===== src/rtl/oc_timer_pkg.sv =====
package oc_timer_pkg;
  localparam int ADDR_W = 4;
  localparam int DATA_W = 32;

  localparam logic [ADDR_W-1:0] A_CTRL = 4'd0;
  localparam logic [ADDR_W-1:0] A_PSC  = 4'd1;
  localparam logic [ADDR_W-1:0] A_WRAP = 4'd2;
  localparam logic [ADDR_W-1:0] A_CFG  = 4'd3;
  localparam logic [ADDR_W-1:0] A_FLAG = 4'd4;
  localparam logic [ADDR_W-1:0] A_FCLR = 4'd5;
  localparam logic [ADDR_W-1:0] A_CNT  = 4'd6;
  localparam int                A_CMP0 = 8;

  typedef enum logic [2:0] {
    OCM_KEEP     = 3'b000,
    OCM_SET      = 3'b001,
    OCM_CLEAR    = 3'b010,
    OCM_INVERT   = 3'b011
  } ocm_e;

  typedef struct packed {
    logic       dma_en;
    logic       irq_en;
    logic       out_en;
    logic       pol;
    logic       stage_en;
    logic [2:0] mode;
  } ch_cfg_t;
endpackage


===== src/rtl/oc_timebase.sv =====
module oc_timebase #(
  parameter int CNT_W = 16,
  parameter int PSC_W = 16
) (
  input  logic             clk,
  input  logic             rst,
  input  logic             run,
  input  logic [PSC_W-1:0] psc,
  input  logic [CNT_W-1:0] wrap,
  output logic             tick,
  output logic             upd_ev,
  output logic [CNT_W-1:0] cnt,
  output logic [CNT_W-1:0] cnt_nxt
);
  logic [PSC_W-1:0] div_q;

  always_comb begin
    tick    = run && (div_q >= psc);
    upd_ev  = tick && (cnt >= wrap);
    cnt_nxt = cnt;
    if (tick) cnt_nxt = upd_ev ? '0 : cnt + 1'b1;
  end

  always_ff @(posedge clk) begin
    if (rst) begin
      div_q <= '0;
      cnt   <= '0;
    end else begin
      div_q <= (!run || tick) ? '0 : div_q + 1'b1;
      cnt   <= cnt_nxt;
    end
  end

  AST_HOLD_WHEN_STOPPED: assert property (@(posedge clk) disable iff (rst)
    !run |=> $stable(cnt));
  AST_STEP_OR_WRAP: assert property (@(posedge clk) disable iff (rst)
    !$stable(cnt) |-> (cnt == '0) || (cnt == $past(cnt) + 1'b1));
endmodule


===== src/rtl/oc_channel.sv =====
module oc_channel
  import oc_timer_pkg::*;
#(
  parameter int CNT_W = 16
) (
  input  logic             clk,
  input  logic             rst,
  input  logic             tick,
  input  logic             upd_ev,
  input  logic [CNT_W-1:0] cnt_nxt,
  input  ch_cfg_t          cfg,
  input  logic             cmp_we,
  input  logic [CNT_W-1:0] cmp_wdata,
  input  logic             flag_clr,
  output logic [CNT_W-1:0] cmp_live,
  output logic             flag_q,
  output logic             dma_q,
  output logic             pin
);
  logic [CNT_W-1:0] cmp_hold;
  logic             ref_q;
  logic             ref_nxt;
  logic             hit;

  assign hit = tick && (cnt_nxt == cmp_live);

  always_comb begin
    ref_nxt = ref_q;
    if (hit) begin
      case (cfg.mode)
        OCM_SET:    ref_nxt = 1'b1;
        OCM_CLEAR:  ref_nxt = 1'b0;
        OCM_INVERT: ref_nxt = ~ref_q;
        default:    ref_nxt = ref_q;
      endcase
    end
  end

  always_ff @(posedge clk) begin
    if (rst) begin
      cmp_live <= '0;
      cmp_hold <= '0;
      ref_q    <= 1'b0;
      flag_q   <= 1'b0;
      dma_q    <= 1'b0;
    end else begin
      ref_q  <= ref_nxt;
      flag_q <= hit | (flag_q & ~flag_clr);
      dma_q  <= hit & cfg.dma_en;
      if (cmp_we) cmp_hold <= cmp_wdata;
      if (cmp_we && !cfg.stage_en) cmp_live <= cmp_wdata;
      else if (upd_ev && cfg.stage_en) cmp_live <= cmp_hold;
    end
  end

  assign pin = cfg.out_en ? (ref_q ^ cfg.pol) : cfg.pol;

  AST_KEEP_MODE_HOLDS: assert property (@(posedge clk) disable iff (rst)
    (cfg.mode[2] || cfg.mode == OCM_KEEP) |=> $stable(ref_q));
  AST_REF_ONLY_ON_HIT: assert property (@(posedge clk) disable iff (rst)
    !hit |=> $stable(ref_q));
  AST_HIT_SETS_FLAG: assert property (@(posedge clk) disable iff (rst)
    hit |=> flag_q);
  AST_DMA_NEEDS_ENABLE: assert property (@(posedge clk) disable iff (rst)
    dma_q |-> $past(cfg.dma_en));
endmodule


===== src/rtl/oc_timer.sv =====
module oc_timer
  import oc_timer_pkg::*;
#(
  parameter int NUM_CH = 4,
  parameter int CNT_W  = 16,
  parameter int PSC_W  = 16
) (
  input  logic              clk,
  input  logic              rst,
  input  logic              wr_en,
  input  logic [ADDR_W-1:0] wr_addr,
  input  logic [DATA_W-1:0] wr_data,
  input  logic [ADDR_W-1:0] rd_addr,
  output logic [DATA_W-1:0] rd_data,
  output logic [NUM_CH-1:0] pin_o,
  output logic              irq_o,
  output logic [NUM_CH-1:0] dma_o,
  output logic              upd_o
);
  localparam int CFG_W = 8 * NUM_CH;

  logic             run_q;
  logic [PSC_W-1:0] psc_q;
  logic [CNT_W-1:0] wrap_q;
  logic [CFG_W-1:0] cfg_q;
  logic             tick, upd_ev;
  logic [CNT_W-1:0] cnt, cnt_nxt;
  logic [CNT_W-1:0] cmp_live [NUM_CH];
  logic [NUM_CH-1:0] flag_vec, ie_vec;
  logic [DATA_W-1:0] rd_nxt;

  always_ff @(posedge clk) begin
    if (rst) begin
      run_q  <= 1'b0;
      psc_q  <= '0;
      wrap_q <= '0;
      cfg_q  <= '0;
    end else if (wr_en) begin
      case (wr_addr)
        A_CTRL:  run_q  <= wr_data[0];
        A_PSC:   psc_q  <= wr_data[PSC_W-1:0];
        A_WRAP:  wrap_q <= wr_data[CNT_W-1:0];
        A_CFG:   cfg_q  <= wr_data[CFG_W-1:0];
        default: ;
      endcase
    end
  end

  oc_timebase #(.CNT_W(CNT_W), .PSC_W(PSC_W)) u_base (
    .clk(clk), .rst(rst), .run(run_q), .psc(psc_q), .wrap(wrap_q),
    .tick(tick), .upd_ev(upd_ev), .cnt(cnt), .cnt_nxt(cnt_nxt)
  );

  for (genvar c = 0; c < NUM_CH; c++) begin : g_ch
    ch_cfg_t cc;
    assign cc        = ch_cfg_t'(cfg_q[8*c +: 8]);
    assign ie_vec[c] = cc.irq_en;

    oc_channel #(.CNT_W(CNT_W)) u_ch (
      .clk(clk), .rst(rst), .tick(tick), .upd_ev(upd_ev), .cnt_nxt(cnt_nxt),
      .cfg(cc),
      .cmp_we(wr_en && (wr_addr == ADDR_W'(A_CMP0 + c))),
      .cmp_wdata(wr_data[CNT_W-1:0]),
      .flag_clr(wr_en && (wr_addr == A_FCLR) && wr_data[c]),
      .cmp_live(cmp_live[c]), .flag_q(flag_vec[c]), .dma_q(dma_o[c]),
      .pin(pin_o[c])
    );
  end

  assign irq_o = |(flag_vec & ie_vec);

  always_comb begin
    rd_nxt = '0;
    case (rd_addr)
      A_CTRL:  rd_nxt[0]          = run_q;
      A_PSC:   rd_nxt[PSC_W-1:0]  = psc_q;
      A_WRAP:  rd_nxt[CNT_W-1:0]  = wrap_q;
      A_CFG:   rd_nxt[CFG_W-1:0]  = cfg_q;
      A_FLAG:  rd_nxt[NUM_CH-1:0] = flag_vec;
      A_CNT:   rd_nxt[CNT_W-1:0]  = cnt;
      default: begin
        for (int c = 0; c < NUM_CH; c++)
          if (rd_addr == ADDR_W'(A_CMP0 + c)) rd_nxt[CNT_W-1:0] = cmp_live[c];
      end
    endcase
  end

  always_ff @(posedge clk) begin
    if (rst) begin
      rd_data <= '0;
      upd_o   <= 1'b0;
    end else begin
      rd_data <= rd_nxt;
      upd_o   <= upd_ev;
    end
  end

  AST_UPD_LANDS_ON_ZERO: assert property (@(posedge clk) disable iff (rst)
    upd_o |-> (cnt == '0));
  AST_IRQ_NEEDS_FLAG: assert property (@(posedge clk) disable iff (rst)
    irq_o |-> (flag_vec != '0));
endmodule


===== config.mk =====
export PLATFORM = sky130hd
export DESIGN_NAME = oc_timer
export DESIGN_NICKNAME = d
export VERILOG_FILES = /design/src/rtl/oc_timer_pkg.sv /design/src/rtl/oc_timebase.sv /design/src/rtl/oc_channel.sv /design/src/rtl/oc_timer.sv
export SDC_FILE = /design/constraint.sdc
export NUM_CORES = 1
export LEC_CHECK = 0
export BUFFER_PORTS_ARGS = -buffer_cell sky130_fd_sc_hd__buf_2
export CAP_MARGIN = 10
export CORE_UTILIZATION = 30
export CTS_CLUSTER_DIAMETER = 80
export DETAILED_ROUTE_END_ITERATION = 16
export GPL_ROUTABILITY_DRIVEN = 1
export HOLD_SLACK_MARGIN = 0.06
export PLACE_DENSITY = 0.56
export SLEW_MARGIN = 25
export SYNTH_ARGS = -nofsm -noshare
export SYNTH_HDL_FRONTEND = slang
export SYNTH_HIERARCHICAL = 1
export SYNTH_SLANG_ARGS = --single-unit

===== constraint.sdc =====
create_clock -name clk -period 3.2 [get_ports clk]
set_input_delay 0.32 -clock clk [delete_from_list [all_inputs] [get_ports clk]]
set_output_delay 0.32 -clock clk [all_outputs]
set_load 0.01 [all_outputs]

[Yosys cells after proc, flatten, opt, wreduce, memory -nomap -nowiden]
Cells that the tools add are included.
Storage, ports and cells
  register bits: 270
  bits of input ports: 43
  output and inout port bits: 42
  word-level logic and storage cells: 168
Cells by class
  add/subtract/negate cells: 2
  order comparisons: 2
  eq/ne operators: 33
  multiplexer cells: 25
  bitwise gates (word level): 26
  reduce and logical (&&, ||, !) cells: 51
Operators with widths (number)
  16-bit two-way mux: 14
  16-bit == test: 4
  12-bit case mux with 5 select lines: 1
  16-bit by 1-bit adder with 16-bit output (second input constant): 2
  4-bit == test (second input constant): 8
  16-bit >= comparator: 2
  3-bit by 2-bit == test with 1-bit output (second input constant): 8
  1-bit logical AND: 23
  3-bit case mux with 6 select lines: 1
  4-bit by 2-bit == test with 1-bit output (second input constant): 4
  2-bit AND reduction: 8
  3-bit by 1-bit == test with 1-bit output (second input constant): 4
  4-bit by 3-bit == test with 1-bit output (second input constant): 3
  1-bit case mux with 3 select lines: 4
  3-bit nonzero test: 4
  1-bit inverter: 9
  1-bit bitwise AND: 8
  4-bit by 1-bit == test with 1-bit output (second input constant): 2
  4-bit logical NOT: 2
  2-bit nonzero test: 4
  1-bit case mux with 6 select lines: 1
  2-bit OR reduction: 3
  1-bit logical NOT: 5
  4-bit bitwise AND: 1
  other kinds (5): 14

[Depth between registers and ports, before layout]
Gate-level depths: netlist of the first run.
  depth in word-level cells: 8
  gate-level depth with buffers: 14
  mapped depth without buffers: 13

[Cells and area by module]
Netlist of the first run, hierarchy kept.
By module, submodules not included
  oc_channel: times used 4, cells an instance 162, area an instance 1725.4 sq um, seq. area each 700.7 sq um
  oc_timer: times used 1, cells an instance 512, area an instance 4624.4 sq um, seq. area each 1961.9 sq um
  oc_timebase: times used 1, cells an instance 322, area an instance 2544.9 sq um, seq. area each 640.6 sq um

[Least setup slack after synthesis of the first run]
No wires, ideal clock.
  kind: register to register
  start point: register u_base.div_q[0]
  end point: register g_ch[0].u_ch.ref_q
  setup time: 0.135 ns
  arrival time: 3.186 ns
  data required time: 3.065 ns
  setup slack: -0.121 ns
  stages on the path, launching flop included: 15
  path buffers: 1
  period minus slack after synthesis: 3.321 ns
  cell sequence: dfxtp_1 -> inv_1 -> ha_1 -> nand2b_1 -> a2111o_1 -> a311oi_2 -> a21boi_2 -> buf_2 -> a21boi_0 -> o22ai_1 -> xnor2_1 -> nand4_1 -> nor4_2 -> a41o_1 -> a21oi_1
On the way
  longest elaborated chain between the ends: 8
Ends and longest elaborated chain
  start: declaration: line oc_timebase.sv:15  | logic [PSC_W-1:0] div_q;
  start signal: assignment: line oc_timebase.sv:29  | div_q <= (!run || tick) ? '0 : div_q + 1'b1;
  16-bit >= comparator *: line oc_timebase.sv:18  | tick = run && (div_q >= psc);
  1-bit logical AND *: line oc_timebase.sv:18
  named net tick: line oc_timer.sv:26  | logic tick, upd_ev;
  1-bit logical AND: line oc_timebase.sv:19  | upd_ev = tick && (cnt >= wrap);
  16-bit two-way mux: line oc_timebase.sv:21  | if (tick) cnt_nxt = upd_ev ? '0 : cnt + 1'b1;
  16-bit two-way mux *: line oc_timebase.sv:21
  named net cnt_nxt[2]: line oc_timer.sv:27  | logic [CNT_W-1:0] cnt, cnt_nxt;
  16-bit == test *: line oc_channel.sv:25  | assign hit = tick && (cnt_nxt == cmp_live);
  1-bit logical AND *: line oc_channel.sv:25
  2-bit AND reduction (no line) *
  end signal: assignment: line oc_channel.sv:47  | ref_q <= ref_nxt;
  end: declaration: line oc_channel.sv:21  | logic ref_q;
The timed path passes the listed nets; every way through them passes the cells marked *.
A chain may end at the register's enable or synchronous reset.

[Final worst setup path of the first run]
  start point: register psc_q[1]
  end point: register g_ch[3].u_ch.ref_q
On the way
  longest elaborated chain between the ends: 8
Ends and longest elaborated chain
  start: declaration: line oc_timer.sv:23  | logic [PSC_W-1:0] psc_q;
  start signal: assignment: line oc_timer.sv:41  | A_PSC: psc_q <= wr_data[PSC_W-1:0];
  16-bit >= comparator *: line oc_timebase.sv:18
  1-bit logical AND *: line oc_timebase.sv:18
  named net tick: line oc_timer.sv:26
  1-bit logical AND: line oc_timebase.sv:19
  16-bit two-way mux: line oc_timebase.sv:21
  16-bit two-way mux *: line oc_timebase.sv:21
  named net cnt_nxt[2]: line oc_timer.sv:27
  16-bit == test *: line oc_channel.sv:25
  1-bit logical AND *: line oc_channel.sv:25
  2-bit AND reduction (no line) *
  end signal: assignment: line oc_channel.sv:47
  end: declaration: line oc_channel.sv:21
Marks and branches as above.

==> results of run 1 <==
[worst max-delay path: cells and delay by family (launching register included)]
| family | cells | cell delay (ns) |
|---|---|---|
| AO/OA/AOI/OAI | 7 | 1.50 |
| buffers and inverters | 4 | 0.55 |
| AND/OR/NAND/NOR | 2 | 0.54 |
| flip-flops | 1 | 0.36 |
| adder cells (fa/ha/maj) | 1 | 0.28 |
| XOR/XNOR | 1 | 0.11 |
[power by group through the flow]
stage	Clock [mW]	Sequential, mW	Combinational, mW
2_1_floorplan	0	3.51	0.335
3_3_place_gp	0	3.53	0.529
3_5_place_dp	0	3.53	0.534
4_1_cts	4.13	3.45	0.578
5_1_grt	4.27	3.46	0.657
6_report	4.04	3.45	0.621
[logic make-up (layout without fill, tap and decap cells)]
group	Yosys count	after routing	synth area share [%]
buffers and inverters	160	398	6.35
multiplexers	181	181	14.2
flip-flops	270	270	38.4
AO/OA/AOI/OAI	256	256	15.3
XOR/XNOR	84	84	5.23
adder cells (fa/ha/maj)	34	34	3.02
AND/OR/NAND/NOR	497	497	17.5
[stage by stage]
| step | power (mW) | hold WS [ns] |
|---|---|---|
| after floorplan | 3.85 | 0.415 |
| after global placement | 4.05 | 0.454 |
| after detailed placement | 4.06 | 0.461 |
| after CTS | 8.16 | 0.0955 |
| after global routing | 8.38 | 0.124 |
| final | 8.12 | 0.125 |
[final timing paths]
kind                                          end  depth (start not counted)
setup reg to reg  g_ch[3].u_ch/ref_q$_SDFFE_PP0P_                         15
hold / removal             cfg_q[14]$_SDFFE_PP0P_                          3
setup / recovery  g_ch[3].u_ch/ref_q$_SDFFE_PP0P_                         15
hold reg to reg            cfg_q[30]$_SDFFE_PP0P_                          2
[Yosys cell counts (4+ instances only)]
library cell  number
buf_2             23
and3_1             9
nor2_1           165
nand3_1           24
buf_4              4
nand3b_1           6
buf_1              8
mux2_2            16
and2_1            16
nor3b_1            4
o32ai_2            4
xor2_1            20
a211oi_2          64
buf_6             25
nor3_1            16
a21boi_0           9
a211o_1            4
xnor2_1           64
nor3b_2            5
a21oi_1           78
mux4_1             6
dfxtp_1          270
clkbuf_1          28
a21o_4             4
o32ai_1            7
inv_1             67
mux2i_1          153
mux4_2             6
nand2b_1          22
nor4_2             4
nor2b_1            5
o21ai_0           21
a41o_1             4
o22ai_1           13
nor2b_4            4
ha_1              34
a221oi_1          12
nand4_1           20
or3_1             15
buf_8              4
nor2_2            17
nand2_1          144
[area by class of cell]
cell class / instances / area, sq um
Clock inverter: 19 / 305
Timing Repair Buffer: 273 / 2070
Clock buffer: 39 / 866
Fill cell: 4485 / 27700
Sequential cell: 270 / 5420
Inverter: 67 / 251
Tap cell: 600 / 751
Multi-Input combinational cell: 1052 / 8400
[timing repair]
item,4_1_cts,5_1_grt
endpoints found under the hold margin,16,0
setup endpoints to repair,12,12
gates cloned,0,1
buffers inserted,17,18
resized for setup,100,44
pin swaps,38,20
hold buffers,16,0
[metal layers]
metal / wire (um) / global-route usage (%) / vias to the layer above
met4: 1740 / 6.90 / 2
met1: 20900 / 25.9 / 5777
met2: 20900 / 30.3 / 272
met5: 12 / 0 / -
li1: - / - / 5621
met3: 2260 / 2.37 / 86
[registers in the layout, summed over array words and instances, names as in the netlist, 16 cells and up]
signal / flops
cfg_q: 32
g_ch.u_ch/cmp_hold: 64
u_base/cnt: 16
u_base/div_q: 16
psc_q: 16
rd_data: 32
g_ch.u_ch/cmp_live: 64
wrap_q: 16
==> out/qor.csv, run 1 <==
stage,metric,value,unit
synthesis,Synth area leaders,"dfxtp_1 38%, mux2i_1 11%, a211oi_2 5.7%",
clocking,cts bufs inserted,31,
worst_setup_path,CP max-delay cell,a2111o_1,
detailed_routing,average wire per standard cell,19.7,um
floorplanning,die area,47800,sq um
worst_setup_path,worst-path maximum fanout,8,
floorplanning,die height,219,um
worst_setup_path,crit path cell chain,inv_2 -> ha_1 -> a2111o_1 -> a311oi_4 -> a21boi_4 -> buf_6 -> a21boi_4 -> o22ai_4 -> buf_6 -> xnor2_2 -> nand4_1 -> nor4_4 -> buf_4 -> a41o_1 -> a21oi_1,
worst_setup_path,CP max stage delay,0.45,ns
synthesis,Syn. warnings,6,
clocking,Worst-Skew Late Latency,0.58,ns
worst_setup_path,CP required,3.63,ns
outcome,failing checks,setup timing,
floorplanning,Die X,219,um
synthesis,syn nets,1559,
clocking,CTS tree,built,
sta,Max-slew headroom,35.7,%
finish,"Core Util, Final",39.5,%
global_route,first-pass GRT wire length,69.3,mm
floorplanning,IO Count,85,
sta,"Min Clock Period, post-route",3.48,ns
power,PwrDens,450,nW/um^2
global_route,GR Util All Layers,18.9,%
clocking,H-tree depth,1,
sta,Final Skew,0.0197,ns
worst_setup_path,Worst Setup SP,psc_q[1]$_SDFFE_PP0P_,
finish,"commonest non-fill, non-tap cell in the layout",dfxtp_1,
worst_setup_path,crit start category,register,
clocking,Longest Clk Path Bufs,3,
finish,layout net count,1772,
sta,TNS Setup,-1.82,ns
synthesis,fraction of registers with async set/reset,0,%
placement,placed cells,2211,
sta,f_max,287,MHz
global_route,Overflow after GRT,0,
global_route,initial antenna violation count,1,
global_route,vias in the first global route,11601,
sta,Tightest Pin Transition,0.965,ns
floorplanning,Initial Utilization,30.7,%
synthesis,cell taking the most area after synthesis,dfxtp_1,
placement,number of port buffers,84,
finish,"commonest cells after routing, fill and taps aside","259 x dfxtp_1, 162 x nor2_1, 153 x mux2i_1, 140 x buf_4, 137 x nand2_1",
power,VDD IR max,0.000394,V
synthesis,Unique masters post-synth,75,
sta,Final Hold Vio Count,0,
power,Clock power frac,49.8,%
finish,share of layout cells above drive strength 1,32.2,%
synthesis,Post-synth EDFFs,0,
detailed_routing,Initial DRC Count,909,
floorplanning,core area,45800,sq um
min_path,Worst Hold Class,in2reg,
synthesis,Syn Inst Count,1482,
global_route,largest net degree at the start of global routing,129,
detailed_routing,drt drc,0,
finish,design area,18100,sq um
worst_setup_path,reg-to-reg startpoint,psc_q[1]$_SDFFE_PP0P_,
power,leakage,6.48,nW
synthesis,Post-Syn Area,14100,sq um
sta,Final setup viols,12,
clocking,CTS Root Cell,clkbuf_16,
detailed_routing,TritonRoute pass-1 iters,5,
detailed_routing,vias per cell,5.07,
detailed_routing,antenna-violating nets left,0,
detailed_routing,DR vias,11758,
min_path,hold path start,wr_data[14],
synthesis,Post-synth top flop,dfxtp_1,
worst_setup_path,reg2reg setup slack,-0.28,ns
power,sw frac,23.7,%
sta,final worst slack,-0.281,ns
run,Max-Cap Viols,0,
sta,fin crit share,109,%
synthesis,syn_area_per_cell,9.49,sq um
power,cell-internal power,6.20,mW
outcome,status,"finished, violations left",
power,Sequential Power Share,42.6,%
finish,Finished Layout Cells,2320,
worst_setup_path,kind of critical path,reg2reg,
synthesis,register area share after synthesis,38.4,%
detailed_routing,final WL,45.8,mm
sta,fin. max-slew vios,0,
clocking,clock-pin slew on the worst setup and hold paths,0.06,ns
placement,gpl congestion,0.962,
sta,RSZ-0062 raised after global routing,true,
worst_setup_path,Worst EP arrival,3.91,ns
placement,Setup WS pre-CTS,-0.377,ns
placement,hpwl dp,32.0,mm
synthesis,Synth top area share,38.4,%
power,P_sw,1.92,mW
synthesis,Yosys reg bits,270,
worst_setup_path,nature of the critical path endpoint,register,
placement,area post-placement,15800,sq um
power,Comb pwr share,7.6,%
finish,area grow syn2layout,28.3,%
finish,# diodes,0,
clocking,Sink Count,270,
floorplanning,standard-cell rows,78,
Note: power is estimated with default switching activity, not from simulation.
==> run 2: changes to the inputs <==
--- a/config.mk
+++ b/config.mk
@@ -13,6 +13,7 @@
 export GPL_ROUTABILITY_DRIVEN = 1
 export HOLD_SLACK_MARGIN = 0.06
 export PLACE_DENSITY = 0.56
+export SKIP_CTS_REPAIR_TIMING = 1
 export SLEW_MARGIN = 25
 export SYNTH_ARGS = -nofsm -noshare
 export SYNTH_HDL_FRONTEND = slang
==> out/qor.csv, run 2 (same netlist as run 1, synthesis figures left out) <==
stage,metric,value,unit
power,sw frac,23.5,%
detailed_routing,final WL,45.0,mm
detailed_routing,average wire per standard cell,19.6,um
sta,Final Hold Vio Count,0,
floorplanning,standard-cell rows,78,
sta,Final Skew,0.0154,ns
global_route,initial antenna violation count,1,
clocking,CTS tree,built,
clocking,H-tree depth,1,
sta,Max-slew headroom,36.0,%
floorplanning,die height,219,um
finish,Largest regs,"g_ch.u_ch/cmp_hold: 64 flops, g_ch.u_ch/cmp_live: 64 flops",
placement,number of port buffers,84,
worst_setup_path,worst-path maximum fanout,8,
sta,Tightest Pin Transition,0.959,ns
floorplanning,Initial Utilization,30.7,%
clocking,Longest Clk Path Bufs,3,
worst_setup_path,Worst EP arrival,3.86,ns
sta,Final setup viols,12,
finish,area grow syn2layout,26.8,%
finish,Sequential Area,5420,sq um
sta,"Min Clock Period, post-route",3.36,ns
detailed_routing,TritonRoute pass-1 iters,5,
detailed_routing,DR vias,11580,
global_route,vias in the first global route,11246,
floorplanning,die area,47800,sq um
sta,fin. max-slew vios,0,
worst_setup_path,CP required,3.70,ns
clocking,cts bufs inserted,31,
finish,Finished Layout Cells,2296,
floorplanning,IO Count,85,
finish,share of layout cells above drive strength 1,31.2,%
global_route,GR Util All Layers,18.4,%
power,leakage,6.36,nW
clocking,CTS Root Cell,clkbuf_16,
global_route,largest net degree at the start of global routing,129,
placement,placed cells,2211,
outcome,status,"finished, violations left",
finish,area of the multi-input gates,8410,sq um
worst_setup_path,crit start category,register,
worst_setup_path,nature of the critical path endpoint,register,
power,VDD IR max,0.000395,V
floorplanning,core area,45800,sq um
power,PwrDens,453,nW/um^2
finish,"commonest cells after routing, fill and taps aside","259 x dfxtp_1, 162 x nor2_1, 152 x mux2i_1, 137 x nand2_1, 130 x buf_4",
floorplanning,Die X,219,um
sta,fin crit share,105,%
finish,design area,17800,sq um
placement,hpwl dp,32.0,mm
detailed_routing,Initial DRC Count,855,
min_path,Worst Hold Class,in2reg,
power,Comb pwr share,7.4,%
power,cell-internal power,6.18,mW
global_route,Overflow after GRT,0,
placement,gpl congestion,0.962,
clocking,clock-pin slew on the worst setup and hold paths,0.06,ns
sta,RSZ-0062 raised after global routing,true,
power,P_sw,1.90,mW
finish,# diodes,0,
run,Max-Cap Viols,0,
clocking,Worst-Skew Late Latency,0.58,ns
finish,# fillers,4499,
placement,area post-placement,15800,sq um
detailed_routing,drt drc,0,
sta,f_max,298,MHz
outcome,failing checks,setup timing,
clocking,Sink Count,270,
power,Clock power frac,49.9,%
power,Sequential Power Share,42.7,%
worst_setup_path,kind of critical path,reg2reg,
detailed_routing,antenna-violating nets left,0,
finish,"commonest non-fill, non-tap cell in the layout",dfxtp_1,
finish,layout net count,1748,
detailed_routing,vias per cell,5.04,
sta,final worst slack,-0.161,ns
global_route,first-pass GRT wire length,67.4,mm
==> run 2: critical path: stages, from the launching register on <==
cell      delay [ns]
dfxtp_2         0.34
inv_2           0.05
ha_4            0.20
nand2b_4        0.12
a2111o_1        0.39
a311oi_4        0.28
a21boi_4        0.14
buf_6           0.17
nor2b_2         0.16
buf_4           0.19
nor2_1          0.12
buf_4           0.16
xor2_1          0.34
nor3_1          0.12
buf_4           0.17
a41o_1          0.22
a21oi_1         0.11
==> run 2: final cells by class <==
cell class / instances / share of cell area (%)
Clock buffer: 39 / 4.85
Multi-Input combinational cell: 1052 / 47.1
Clock inverter: 19 / 1.71
Tap cell: 600 / 4.21
Sequential cell: 270 / 30.4
Inverter: 67 / 1.41
Timing Repair Buffer: 249 / 10.3
==> run 2: final timing paths <==
kind / endpoint / slack, ns / cells after the start / start
worst max register to register: g_ch[2].u_ch/ref_q$_SDFFE_PP0P_ / -0.16 / 16 / u_base/div_q[0]$_SDFF_PP0_
worst min register to register: cfg_q[30]$_SDFFE_PP0P_ / 0.47 / 2 / cfg_q[30]$_SDFFE_PP0P_
worst min-delay path: cfg_q[14]$_SDFFE_PP0P_ / 0.12 / 3 / wr_data[14]
worst max-delay path: g_ch[2].u_ch/ref_q$_SDFFE_PP0P_ / -0.16 / 16 / u_base/div_q[0]$_SDFF_PP0_
==> run 2: metrics by stage <==
step	worst slack [ns]	TNS (ns)	hold WS [ns]	util (%)	total power, mW
final	-0.161	-0.988	0.124	39.0	8.08
after global routing	-0.281	-2.68	0.120	39.0	8.36
after CTS	-0.404	-3.72	-0.0463	37.0	8.12
after detailed placement	-0.377	-3.38	0.461	34.5	4.06
after global placement	-0.385	-3.24	0.454	34.5	4.05
after floorplan	-0.000751	-0.00225	0.415	-	3.85
==> run 2: per-layer routing <==
metal / vias to the layer above / global-route usage, % / part of all wire, %
li1: 5575 / - / -
met1: 5599 / 25.3 / 45
met2: 318 / 29.2 / 45
met3: 86 / 2.55 / 5.5
met4: 2 / 7.04 / 4.0
met5: - / 0 / 0.027
==> run 2: power by group through the flow <==
stage               sequential, mW  combinational [mW]  clock (mW)
finish                        3.45               0.598        4.03
global route                  3.46               0.635        4.27
CTS                           3.45               0.536        4.13
detailed placement            3.53               0.534           0
global placement              3.53               0.529           0
floorplan                     3.51               0.335           0
==> run 3: changes to the inputs <==
--- a/config.mk
+++ b/config.mk
@@ -7,12 +7,14 @@
 export LEC_CHECK = 0
 export BUFFER_PORTS_ARGS = -buffer_cell sky130_fd_sc_hd__buf_2
 export CAP_MARGIN = 10
+export CELL_PAD_IN_SITES_DETAIL_PLACEMENT = 0
+export CELL_PAD_IN_SITES_GLOBAL_PLACEMENT = 1
 export CORE_UTILIZATION = 30
 export CTS_CLUSTER_DIAMETER = 80
 export DETAILED_ROUTE_END_ITERATION = 16
 export GPL_ROUTABILITY_DRIVEN = 1
 export HOLD_SLACK_MARGIN = 0.06
-export PLACE_DENSITY = 0.56
+export PLACE_DENSITY = 0.66
 export SKIP_CTS_REPAIR_TIMING = 1
 export SLEW_MARGIN = 25
 export SYNTH_ARGS = -nofsm -noshare
==> out/qor.csv, run 3 (same netlist as run 1, synthesis figures left out) <==
stage,metric,value,unit
outcome,status,"finished, violations left",
outcome,failing checks,setup timing,
placement,area post-placement,15800,sq um
sta,TNS Setup,-1.06,ns
worst_setup_path,reg-to-reg startpoint,u_base/div_q[0]$_SDFF_PP0_,
power,leakage,6.35,nW
finish,"commonest cells after routing, fill and taps aside","256 x dfxtp_1, 161 x nor2_1, 152 x mux2i_1, 138 x buf_4, 136 x nand2_1",
sta,Final Hold Vio Count,0,
clocking,cts bufs inserted,34,
detailed_routing,antenna-violating nets left,0,
worst_setup_path,nature of the critical path endpoint,register,
power,PwrDens,437,nW/um^2
sta,Max-slew headroom,41.2,%
global_route,vias in the first global route,11160,
worst_setup_path,worst-path maximum fanout,7,
power,cell-internal power,5.81,mW
finish,"Core Util, Final",38.8,%
worst_setup_path,kind of critical path,reg2reg,
power,VDD IR max,0.000350,V
min_path,hold path start,rst,
sta,Min Hold Slack,0.122,ns
worst_setup_path,reg2reg setup slack,-0.29,ns
worst_setup_path,Worst Setup SP,u_base/div_q[0]$_SDFF_PP0_,
placement,Setup WS pre-CTS,-0.494,ns
floorplanning,die area,47800,sq um
finish,# diodes,0,
clocking,Longest Clk Path Bufs,3,
clocking,clock-pin slew on the worst setup and hold paths,0.06,ns
power,Total Power,7.76,mW
detailed_routing,TritonRoute pass-1 iters,5,
detailed_routing,drt drc,0,
power,sw frac,25.1,%
global_route,Overflow after GRT,0,
sta,"Min Clock Period, post-route",3.49,ns
floorplanning,core area,45800,sq um
detailed_routing,wire length on met1,21.1,mm
finish,share of layout cells above drive strength 1,31.4,%
detailed_routing,DR WL met3,1.96,mm
power,P_sw,1.95,mW
sta,Final Skew,0.0341,ns
global_route,initial antenna violation count,2,
detailed_routing,DR WL met2,21.7,mm
sta,fin. max-slew vios,0,
worst_setup_path,FF-to-FF End,g_ch[3].u_ch/ref_q$_SDFFE_PP0P_,
placement,placed cells,2215,
power,Sequential Power Share,44.5,%
detailed_routing,vias per cell,5.00,
clocking,Worst-Skew Late Latency,0.55,ns
worst_setup_path,crit start category,register,
floorplanning,standard-cell rows,78,
clocking,CTS tree,built,
sta,f_max,286,MHz
floorplanning,die height,219,um
placement,number of port buffers,84,
detailed_routing,final WL,46.5,mm
placement,hpwl dp,33.2,mm
clocking,CTS Root Cell,clkbuf_16,
finish,Largest regs,"g_ch.u_ch/cmp_hold: 64 flops, g_ch.u_ch/cmp_live: 64 flops",
clocking,Sink Count,270,
floorplanning,Die X,219,um
detailed_routing,Initial DRC Count,640,
min_path,Hold Crit Depth,2,
sta,Tightest Pin Transition,0.882,ns
run,Max-Cap Viols,0,
finish,layout net count,1761,
detailed_routing,average wire per standard cell,20.2,um
min_path,Min-Delay Endpoint,wrap_q[6]$_SDFFE_PP0P_,
global_route,first-pass GRT wire length,69.0,mm
power,Comb pwr share,8.1,%
worst_setup_path,Worst EP arrival,3.89,ns
detailed_routing,DR vias,11539,
finish,Finished Layout Cells,2306,
sta,final worst slack,-0.291,ns
floorplanning,Initial Utilization,30.7,%
floorplanning,IO Count,85,
clocking,H-tree depth,2,
detailed_routing,Top Layer Used,met4,
finish,"commonest non-fill, non-tap cell in the layout",dfxtp_1,
global_route,GR Util All Layers,19.1,%
finish,area grow syn2layout,26.3,%
sta,fin crit share,109,%
sta,Final setup viols,9,
worst_setup_path,CP required,3.60,ns
sta,RSZ-0062 raised after global routing,true,
worst_setup_path,r2r worst-path depth,17,
placement,gpl congestion,0.947,
finish,design area,17800,sq um
global_route,largest net degree at the start of global routing,136,
power,Clock power frac,47.4,%
min_path,Worst Hold Class,in2reg,
[run 3: cell count changes in the layout (fill, tap and decap cells not counted), sizes merged]
cell	delta
clkbuf	+12
buf	+9
bufinv	-8
clkinv	-5
inv	+2
[run 3: layout make-up]
type                       instances  area [sq um]
inverter                          67           251
clock buffer                      50           992
fill                            4560         28000
tap                              600           751
timing repair buffer             259          1960
sequential                       270          5420
multi-input combinational       1052          8330
clock inverter                     8          61.3
[run 3: worst max-delay path: stages (launching register included)]
cell and delay, ns:
dfxtp_2 0.34, inv_2 0.05, ha_4 0.20, nand2b_4 0.12
a2111o_1 0.39, a311oi_4 0.28, a21boi_4 0.10, buf_12 0.15
buf_6 0.13, a21boi_2 0.17, o22ai_2 0.15, buf_6 0.16
xnor2_1 0.15, nand4_1 0.22, nor4_4 0.34, buf_4 0.18
a41o_1 0.17, a21oi_1 0.06
[run 3: power groups by stage]
stage | Clock [mW] | Sequential, mW | Combinational, mW
3_3_place_gp | 0 | 3.52 | 0.537
4_1_cts | 3.78 | 3.45 | 0.544
2_1_floorplan | 0 | 3.51 | 0.335
3_5_place_dp | 0 | 3.52 | 0.542
5_1_grt | 3.92 | 3.46 | 0.666
6_report | 3.68 | 3.45 | 0.626
[run 3: worst max path at each step]
stage,end,slack (ns),cells past startpoint
6_report,g_ch[3].u_ch/ref_q$_SDFFE_PP0P_,-0.29,17
5_1_grt,g_ch[3].u_ch/ref_q$_SDFFE_PP0P_,-0.35,17
4_1_cts,g_ch[3].u_ch/ref_q$_SDFFE_PP0P_,-0.51,16
3_5_place_dp,g_ch[3].u_ch/ref_q$_SDFFE_PP0P_,-0.49,16
3_3_place_gp,g_ch[3].u_ch/ref_q$_SDFFE_PP0P_,-0.52,17
2_1_floorplan,g_ch[2].u_ch/ref_q$_SDFFE_PP0P_,-0.0008,14
[run 3: routing by layer]
metal / global-route usage [%] / vias to the layer above
li1: - / 5601
met1: 25.7 / 5575
met2: 30.6 / 278
met3: 2.53 / 85
met4: 8.00 / 0
met5: 0 / -
